## src/rtl/tblj_pkg.sv

```systemverilog
package tblj_pkg;
  typedef enum logic [1:0] {
    ST_IDLE = 2'd0,
    ST_REQ  = 2'd1,
    ST_WAIT = 2'd2
  } tj_state_e;

  localparam logic [31:0] NOP_INSN = 32'h0000_0013;
  localparam logic [6:0]  OPC_JAL  = 7'b1101111;
endpackage

```

## src/rtl/tblj_addr_gen.sv

```systemverilog
module tblj_addr_gen #(
  parameter int XLEN       = 32,
  parameter int IDX_W      = 8,
  parameter int IDX_LSB    = 2,
  parameter int ALIGN_BITS = 6,
  parameter int LINK_MIN   = 32
) (
  input  logic [31:0]     instr,
  input  logic [XLEN-1:0] base,
  output logic [XLEN-1:0] entry_addr,
  output logic            link
);
  localparam int ENTRY_SHIFT = $clog2(XLEN / 8);
  localparam logic [XLEN-1:0] BASE_MASK = {{(XLEN-ALIGN_BITS){1'b1}}, {ALIGN_BITS{1'b0}}};

  logic [IDX_W-1:0] idx;
  logic [XLEN-1:0]  idx_ext;

  always_comb begin
    idx        = instr[IDX_LSB +: IDX_W];
    idx_ext    = {{(XLEN-IDX_W){1'b0}}, idx};
    entry_addr = (base & BASE_MASK) + (idx_ext << ENTRY_SHIFT);
    link       = (idx_ext >= XLEN'(LINK_MIN));
  end
endmodule

```

## src/rtl/tblj_jal_build.sv

```systemverilog
module tblj_jal_build #(
  parameter int XLEN = 32
) (
  input  logic [XLEN-1:0] target,
  input  logic [XLEN-1:0] pc,
  input  logic            link,
  output logic [31:0]     insn
);
  import tblj_pkg::*;

  logic [XLEN-1:0] diff;
  logic [20:0]     off;
  logic [4:0]      rd;

  always_comb begin
    diff = target - pc;
    off  = diff[20:0];
    rd   = link ? 5'd1 : 5'd0;
    insn = {off[20], off[10:1], off[11], off[19:12], rd, OPC_JAL};
  end
endmodule

```

## src/rtl/tblj_ctrl.sv

```systemverilog
module tblj_ctrl (
  input  logic                  clk,
  input  logic                  rst,
  input  logic                  detect,
  input  logic                  gnt,
  input  logic                  rvalid,
  output tblj_pkg::tj_state_e   state,
  output logic                  capture,
  output logic                  finish,
  output logic                  stall
);
  import tblj_pkg::*;

  tj_state_e state_q, state_d;

  always_comb begin
    capture = (state_q == ST_IDLE) && detect;
    finish  = ((state_q == ST_REQ) && gnt && rvalid) ||
              ((state_q == ST_WAIT) && rvalid);
    state_d = state_q;
    case (state_q)
      ST_IDLE: if (detect) state_d = ST_REQ;
      ST_REQ: begin
        if (gnt && rvalid) state_d = ST_IDLE;
        else if (gnt)      state_d = ST_WAIT;
      end
      ST_WAIT: if (rvalid) state_d = ST_IDLE;
      default: state_d = ST_IDLE;
    endcase
    stall = !rst && (capture || ((state_q != ST_IDLE) && !finish));
  end

  always_ff @(posedge clk) begin
    if (rst) state_q <= ST_IDLE;
    else     state_q <= state_d;
  end

  assign state = state_q;
endmodule

```

## src/rtl/tblj_expander.sv

```systemverilog
module tblj_expander #(
  parameter int XLEN       = 32,
  parameter int IDX_W      = 8,
  parameter int IDX_LSB    = 2,
  parameter int ALIGN_BITS = 6,
  parameter int LINK_MIN   = 32
) (
  input  logic            clk,
  input  logic            rst,
  input  logic [31:0]     in_instr,
  input  logic [XLEN-1:0] in_pc,
  input  logic            in_is_tj,
  input  logic            in_illegal,
  input  logic            in_compressed,
  input  logic [XLEN-1:0] tbl_base,
  output logic            mem_req,
  output logic [XLEN-1:0] mem_addr,
  input  logic            mem_gnt,
  input  logic            mem_rvalid,
  input  logic [XLEN-1:0] mem_rdata,
  output logic [31:0]     out_instr,
  output logic            out_illegal,
  output logic            out_compressed,
  output logic            fetch_stall
);
  import tblj_pkg::*;

  tj_state_e       state;
  logic            capture, finish;
  logic [XLEN-1:0] entry_addr;
  logic            link_now;
  logic [XLEN-1:0] addr_q, pc_q;
  logic            link_q;
  logic [31:0]     jal_insn;
  logic [31:0]     out_instr_q;
  logic            out_ill_q, out_cmp_q;

  tblj_ctrl u_ctrl (
    .clk     (clk),
    .rst     (rst),
    .detect  (in_is_tj),
    .gnt     (mem_gnt),
    .rvalid  (mem_rvalid),
    .state   (state),
    .capture (capture),
    .finish  (finish),
    .stall   (fetch_stall)
  );

  tblj_addr_gen #(
    .XLEN(XLEN), .IDX_W(IDX_W), .IDX_LSB(IDX_LSB),
    .ALIGN_BITS(ALIGN_BITS), .LINK_MIN(LINK_MIN)
  ) u_addr (
    .instr      (in_instr),
    .base       (tbl_base),
    .entry_addr (entry_addr),
    .link       (link_now)
  );

  tblj_jal_build #(.XLEN(XLEN)) u_jal (
    .target (mem_rdata),
    .pc     (pc_q),
    .link   (link_q),
    .insn   (jal_insn)
  );

  always_ff @(posedge clk) begin
    if (rst) begin
      addr_q <= '0;
      pc_q   <= '0;
      link_q <= 1'b0;
    end else if (capture) begin
      addr_q <= entry_addr;
      pc_q   <= in_pc;
      link_q <= link_now;
    end
  end

  always_ff @(posedge clk) begin
    if (rst) begin
      out_instr_q <= NOP_INSN;
      out_ill_q   <= 1'b0;
      out_cmp_q   <= 1'b0;
    end else if (finish) begin
      out_instr_q <= jal_insn;
      out_ill_q   <= 1'b0;
      out_cmp_q   <= 1'b1;
    end else if (capture) begin
      out_instr_q <= NOP_INSN;
      out_ill_q   <= 1'b0;
      out_cmp_q   <= 1'b0;
    end else if (state == ST_IDLE) begin
      out_instr_q <= in_instr;
      out_ill_q   <= in_illegal;
      out_cmp_q   <= in_compressed;
    end
  end

  assign mem_req        = (state == ST_REQ);
  assign mem_addr       = addr_q;
  assign out_instr      = out_instr_q;
  assign out_illegal    = out_ill_q;
  assign out_compressed = out_cmp_q;
endmodule

```

## config.mk

```make
export PLATFORM = sky130hd
export DESIGN_NAME = tblj_expander
export DESIGN_NICKNAME = d
export VERILOG_FILES = /design/src/rtl/tblj_pkg.sv /design/src/rtl/tblj_addr_gen.sv /design/src/rtl/tblj_jal_build.sv /design/src/rtl/tblj_ctrl.sv /design/src/rtl/tblj_expander.sv
export SDC_FILE = /design/constraint.sdc
export NUM_CORES = 1
export LEC_CHECK = 0
export BUFFER_PORTS_ARGS = -buffer_cell sky130_fd_sc_hd__buf_4
export CAP_MARGIN = 30
export CORE_MARGIN = 3
export CORE_UTILIZATION = 44
export DETAILED_ROUTE_END_ITERATION = 10
export PLACE_DENSITY = 0.85
export RECOVER_POWER = 25
export SKIP_CTS_REPAIR_TIMING = 1
export SLEW_MARGIN = 20
export SYNTH_ARGS = -nofsm -noshare
export SYNTH_HDL_FRONTEND = slang
export SYNTH_SLANG_ARGS = --single-unit
```

## constraint.sdc

```tcl
create_clock -name clk -period 2.4 [get_ports clk]
set_input_delay 0.48 -clock clk [delete_from_list [all_inputs] [get_ports clk]]
set_output_delay 0.48 -clock clk [all_outputs]
set_load 0.02 [all_outputs]
```

Word-level counts from Yosys, hierarchy flattened
Index checks and enable logic that the tools add are counted.
Word-level totals
  word-level logic and storage cells: 44
  register bits: 90
Operators by class
  $lt $le $gt $ge: 1
  $add $sub $neg: 2
  equality and inequality tests: 5
  muxes and demuxes: 12
  reductions and logical operators: 16
Operators with widths (count)
  two-way mux 32 bit: 3
  adder 32 x 10 -> 32 bit: 1
  subtractor 21 bit: 1
  greater-or-equal comparator 8 x 6 -> 1 bit (second input constant): 1
  two-way mux 2 bit: 4
  logical AND 1 bit: 7
  case mux 2 bit (3 select lines): 1
  two-way mux 1 bit: 4
  != test 2 bit (second input constant): 2
  != test 3 x 1 -> 1 bit (second input constant): 1
  AND reduction 3 bit: 1
  nonzero test 3 bit: 1
  OR reduction 3 bit: 1
  == test 2 x 1 -> 1 bit (second input constant): 1
  == test 2 bit (second input constant): 1
  logical NOT 1 bit: 2
  logical NOT 2 bit: 1
  logical OR 1 bit: 2
  nonzero test 2 bit: 1

Depth between registers and ports, before layout
  depth in word-level cells: 8
  mapped depth: 10

Cells and area by module
Synthesis repeated with hierarchy kept, for this count alone.
Second synthesis, totals
  cell total of the unflattened synthesis: 662
  area total of the unflattened synthesis: 6025.8 µm²
Modules (own cells, without submodules)
  tblj_expander: area each 4008.8 µm², times used 1, cells an instance 378, sequential area each 1981.9 µm²
  tblj_jal_build: area each 1227.4 µm², times used 1, cells an instance 180, sequential area each 0.0 µm²
  tblj_addr_gen: area each 659.4 µm², times used 1, cells an instance 90, sequential area each 0.0 µm²
  tblj_ctrl: area each 130.1 µm², times used 1, cells an instance 14, sequential area each 40.0 µm²

Worst setup path before layout
Ideal clock, no wire load.
  kind: input port to flip-flop
  start point: input port mem_rdata[0]
  end point: register out_instr_q[16] (netlist: out_instr[16])
  setup slack: 0.058 ns
  path buffers: 0
  data required time: 2.297 ns
  cell stages on the path: 9
  arrival: 2.238 ns
  cells stage by stage: nand2b_1 > fa_1 > a21oi_1 > o21ai_1 > o22ai_1 > o21a_1 > o21ai_1 > and3_1 > a2111oi_2
Between the ends
  cells in the longest elaborated chain, start to end: 2
Ends and longest elaborated chain
  start: declaration: RTL line tblj_expander.sv:20  | input logic [XLEN-1:0] mem_rdata,
  subtractor 21 bit: RTL line tblj_jal_build.sv:16  | diff = target - pc;
  two-way mux 32 bit: RTL line tblj_expander.sv:84  | end else if (finish) begin
  end signal: assignment: RTL line tblj_expander.sv:85  | out_instr_q <= jal_insn;
  end signal: assignment: RTL line tblj_expander.sv:93  | out_instr_q <= in_instr;
  end: declaration: RTL line tblj_expander.sv:35  | logic [31:0] out_instr_q;
Every way passes these cells.
A chain may end at the register's enable or synchronous reset.

Worst setup path in the final report
  start point: register u_ctrl.state_q[0] (netlist: u_ctrl.state[0])
  end point: output port fetch_stall
Between the ends
  cells in the longest elaborated chain, start to end: 8
Ends and longest elaborated chain
  start: declaration: RTL line tblj_ctrl.sv:14  | tj_state_e state_q, state_d;
  start signal: assignment: RTL line tblj_ctrl.sv:35  | else state_q <= state_d;
  == test 2 x 1 -> 1 bit: RTL line tblj_ctrl.sv:18  | finish = ((state_q == ST_REQ) && gnt && rvalid) ||
  logical AND 1 bit (2 in a row): RTL line tblj_ctrl.sv:18
  logical OR 1 bit: RTL line tblj_ctrl.sv:18
  logical NOT 1 bit: RTL line tblj_ctrl.sv:30  | stall = !rst && (capture || ((state_q != ST_IDLE) && !finish));
  logical AND 1 bit: RTL line tblj_ctrl.sv:30
  logical OR 1 bit *: RTL line tblj_ctrl.sv:30
  logical AND 1 bit *: RTL line tblj_ctrl.sv:30
  end: declaration: RTL line tblj_expander.sv:24  | output logic fetch_stall
Mark *: on every way between the ends. The rest lies on a longest branch, timed or not.

==> results.cfg <==
[global_route]
grt_overflow = 0
grt_pass1_vias = 5013
track_usage = 0.233
antenna_found_initial = 0
grt_max_degree = 60
grt_pass1_wl_um = 24300

[finish]
drive_gt1_frac = 0.262
area_growth_pct = 34.9
layout.nets = 973
antennaDiodeCount = 0

[worst_setup_path]
cp-start-kind = flip-flop
critPathMaxFanout = 6
crit_buf_inv = 1
end_kind = primary output
path_delay_family = simple AND/OR/NAND/NOR gates
required_ns = 1.92
worstSetupPathType = reg2out
max_stage_delay_ns = 0.38
critPathSlowestCell = dfxtp_1
worstPathArrival_ns = 1.75
crit_chain = nor2b_1, nand2_1, o21ai_0, nand2_2, nand2b_1, nor2_1, buf_4

[routing]
ant_nets = 0
via_per_inst = 5.39
routed_wl_um = 14800
first_pass_iters = 4
drcViolationCount = 0
detail_route.iter0.violations = 283
post_drt_wl_per_cell_um = 15.4
num_vias = 5160

[place]
io_buffer_count = 172
dp_hpwl_um = 11500
dpl_worst_slack_ns = -0.168
gp_congestion = 0.908

[yosys]
ys_types = 59
synth-edff-count = 0
synth_area_um2 = 4930
ys_seq_elements = 88
syn_inst = 627
yosys.area_share.adder = 0.0665
yosysWarnings = 0
synth_mux_area_frac = 0.00610
yosysSeqAreaShare = 0.358
synthSimpleGateAreaFrac = 0.219
synth_compound_area_frac = 0.226
synth_top_family_by_area = compound AO/OA/AOI/OAI gates
post_synth_main_area_contributors = dfxtp_1 36%, a21oi_1 7.6%, nand2_1 6.9%
synthFlopType = dfxtp_1
avgSynthCellArea_um2 = 7.86
synth_top_area_cell = dfxtp_1
synth_top_area_share = 0.358
synthXorXnorAreaFrac = 0.0676
synth_async_sr_flop_share = 0

[power_and_ir_drop]
p_per_area_nw_per_um2 = 572
ir_drop_mv = 0.297
power_leakage_nw = 2.79

[clock_network]
cts_root_buf = clkbuf_8
clkLatencyLatePin_ns = 0.36
cts_max_level = 3
clkTransAtPathRegs_ns = 0.09
cts_buffer_depth = 2
cts_tree = yes
clock-sinks = 88
cts_buffers = 9

[die]
rows = 38
die_x_um = 112
chipHeight_um = 112
io-pin-count = 203
start_util = 0.452
coreArea_um2 = 10900
die-area_um2 = 12500

[hold_path]
hold_class = in2reg

[sta]
setup_viol = 0
hold_viol = 0
maxSlewHeadroom = 0.562
rsz0062_at_grt = true
setup_ws_ns = 0.175
fin_crit_sh = 0.927
worstMarginPinSlew_ns = 0.656
fin_skew_ns = 0.0109
period_needed_ns = 2.23
fmax_mhz = 449
tns_ns = 0
finalMaxSlewViolations = 0

[job]
drv_cap = 0

[status]
outcome = complete, no violations
-- worst paths after layout --
check	from	to	cells past startpoint	slack, ns
worst max register to register	pc_q[2]	out_instr[29]	10	0.18
worst max-delay path	u_ctrl.state[0]	fetch_stall	7	0.17
worst min-delay path	mem_rvalid	u_ctrl.state[1]	2	0.31
worst min register to register	out_instr[11]	out_instr[11]	2	0.45
-- cell type report --
cell class | instances | area [um^2]
Multi-Input combinational cell | 470 | 2910
Clock buffer | 12 | 155
Inverter | 27 | 101
Fill cell | 1029 | 4240
Sequential cell | 88 | 1760
Clock inverter | 4 | 26.3
Timing Repair Buffer | 217 | 1520
Tap cell | 140 | 175
-- power by group --
part / switching, mW / total [mW] / internal (mW)
clock: 0.541 / 0.976 / 0.435
sequential: 0.0604 / 1.63 / 1.57
combinational: 0.670 / 1.19 / 0.524
total: 1.27 / 3.80 / 2.53
-- kinds of logic after synthesis --
logic type               count (synthesis)
multiplexers                             3
other                                    1
adder cells (fa/ha/maj)                 25
buffers and inverters                   70
AND/OR/NAND/NOR                        235
AO/OA/AOI/OAI                          167
flip-flops                              88
XOR/XNOR                                38
-- registers in the layout, summed over array words and instances, names as in the netlist --
name / count
u_ctrl.state: 2
link_q: 1
out_instr: 32
out_compressed: 1
pc_q: 21
mem_addr: 30
out_illegal: 1
-- metrics by stage --
step | hold slack (ns) | total power, mW | std cells | instance area [um^2] | utilization
floorplan | 0.436 | 2.35 | 628 | 4930 | -
global placement | 0.440 | 2.87 | 942 | 6590 | 0.605
detailed placement | 0.442 | 2.90 | 942 | 6590 | 0.605
CTS | 0.288 | 3.86 | 958 | 6770 | 0.622
global route | 0.312 | 4.03 | 958 | 6650 | 0.610
finish | 0.310 | 3.80 | 958 | 6650 | 0.610
-- per-layer routing --
metal  track usage  vias to the layer above  wire [um]
met5             0                        -          0
met4        0.0746                        0        296
met3        0.0533                       25       1090
met2         0.400                      165       7050
met1         0.290                     2383       6320
li1              -                     2587          -
-- layout by cell type (no fill, tap or decap), types with 4 or more instances in the layout --
cell	instances
buf_4	179
nand2_1	90
dfxtp_1	88
a21oi_1	75
nor2_1	57
clkbuf_1	37
inv_1	27
xor2_1	26
a211oi_1	26
nand3_1	24
ha_1	23
nor3_1	15
xnor2_1	12
o21ai_0	11
and3_1	11
clkbuf_8	11
a21o_1	7
nor4_1	7
a31oi_1	7
nand4_1	5
o21a_1	4
-- worst register-to-register path: stages (launching register included) --
cell	delay, ns
dfxtp_1	0.33
inv_1	0.04
ha_1	0.32
a21o_1	0.13
a31o_2	0.13
a31oi_4	0.11
o31ai_4	0.40
buf_4	0.18
xor2_1	0.20
nor2_1	0.07
nor4_1	0.23
-- synthesized netlist by cell type, drive strengths merged, types with 4 or more instances --
| cell | n |
|---|---|
| a21o | 7 |
| ha | 23 |
| nor2 | 59 |
| a21oi | 76 |
| inv | 27 |
| a31oi | 8 |
| nor4 | 7 |
| buf | 15 |
| a211oi | 26 |
| and3 | 11 |
| nand4 | 6 |
| clkbuf | 28 |
| nand2 | 91 |
| o21ai | 14 |
| nand3 | 24 |
| nor3 | 17 |
| xnor2 | 12 |
| xor2 | 26 |
| a2111oi | 6 |
| o21a | 4 |
| dfxtp | 88 |
Power figures use the tool's default switching activity.
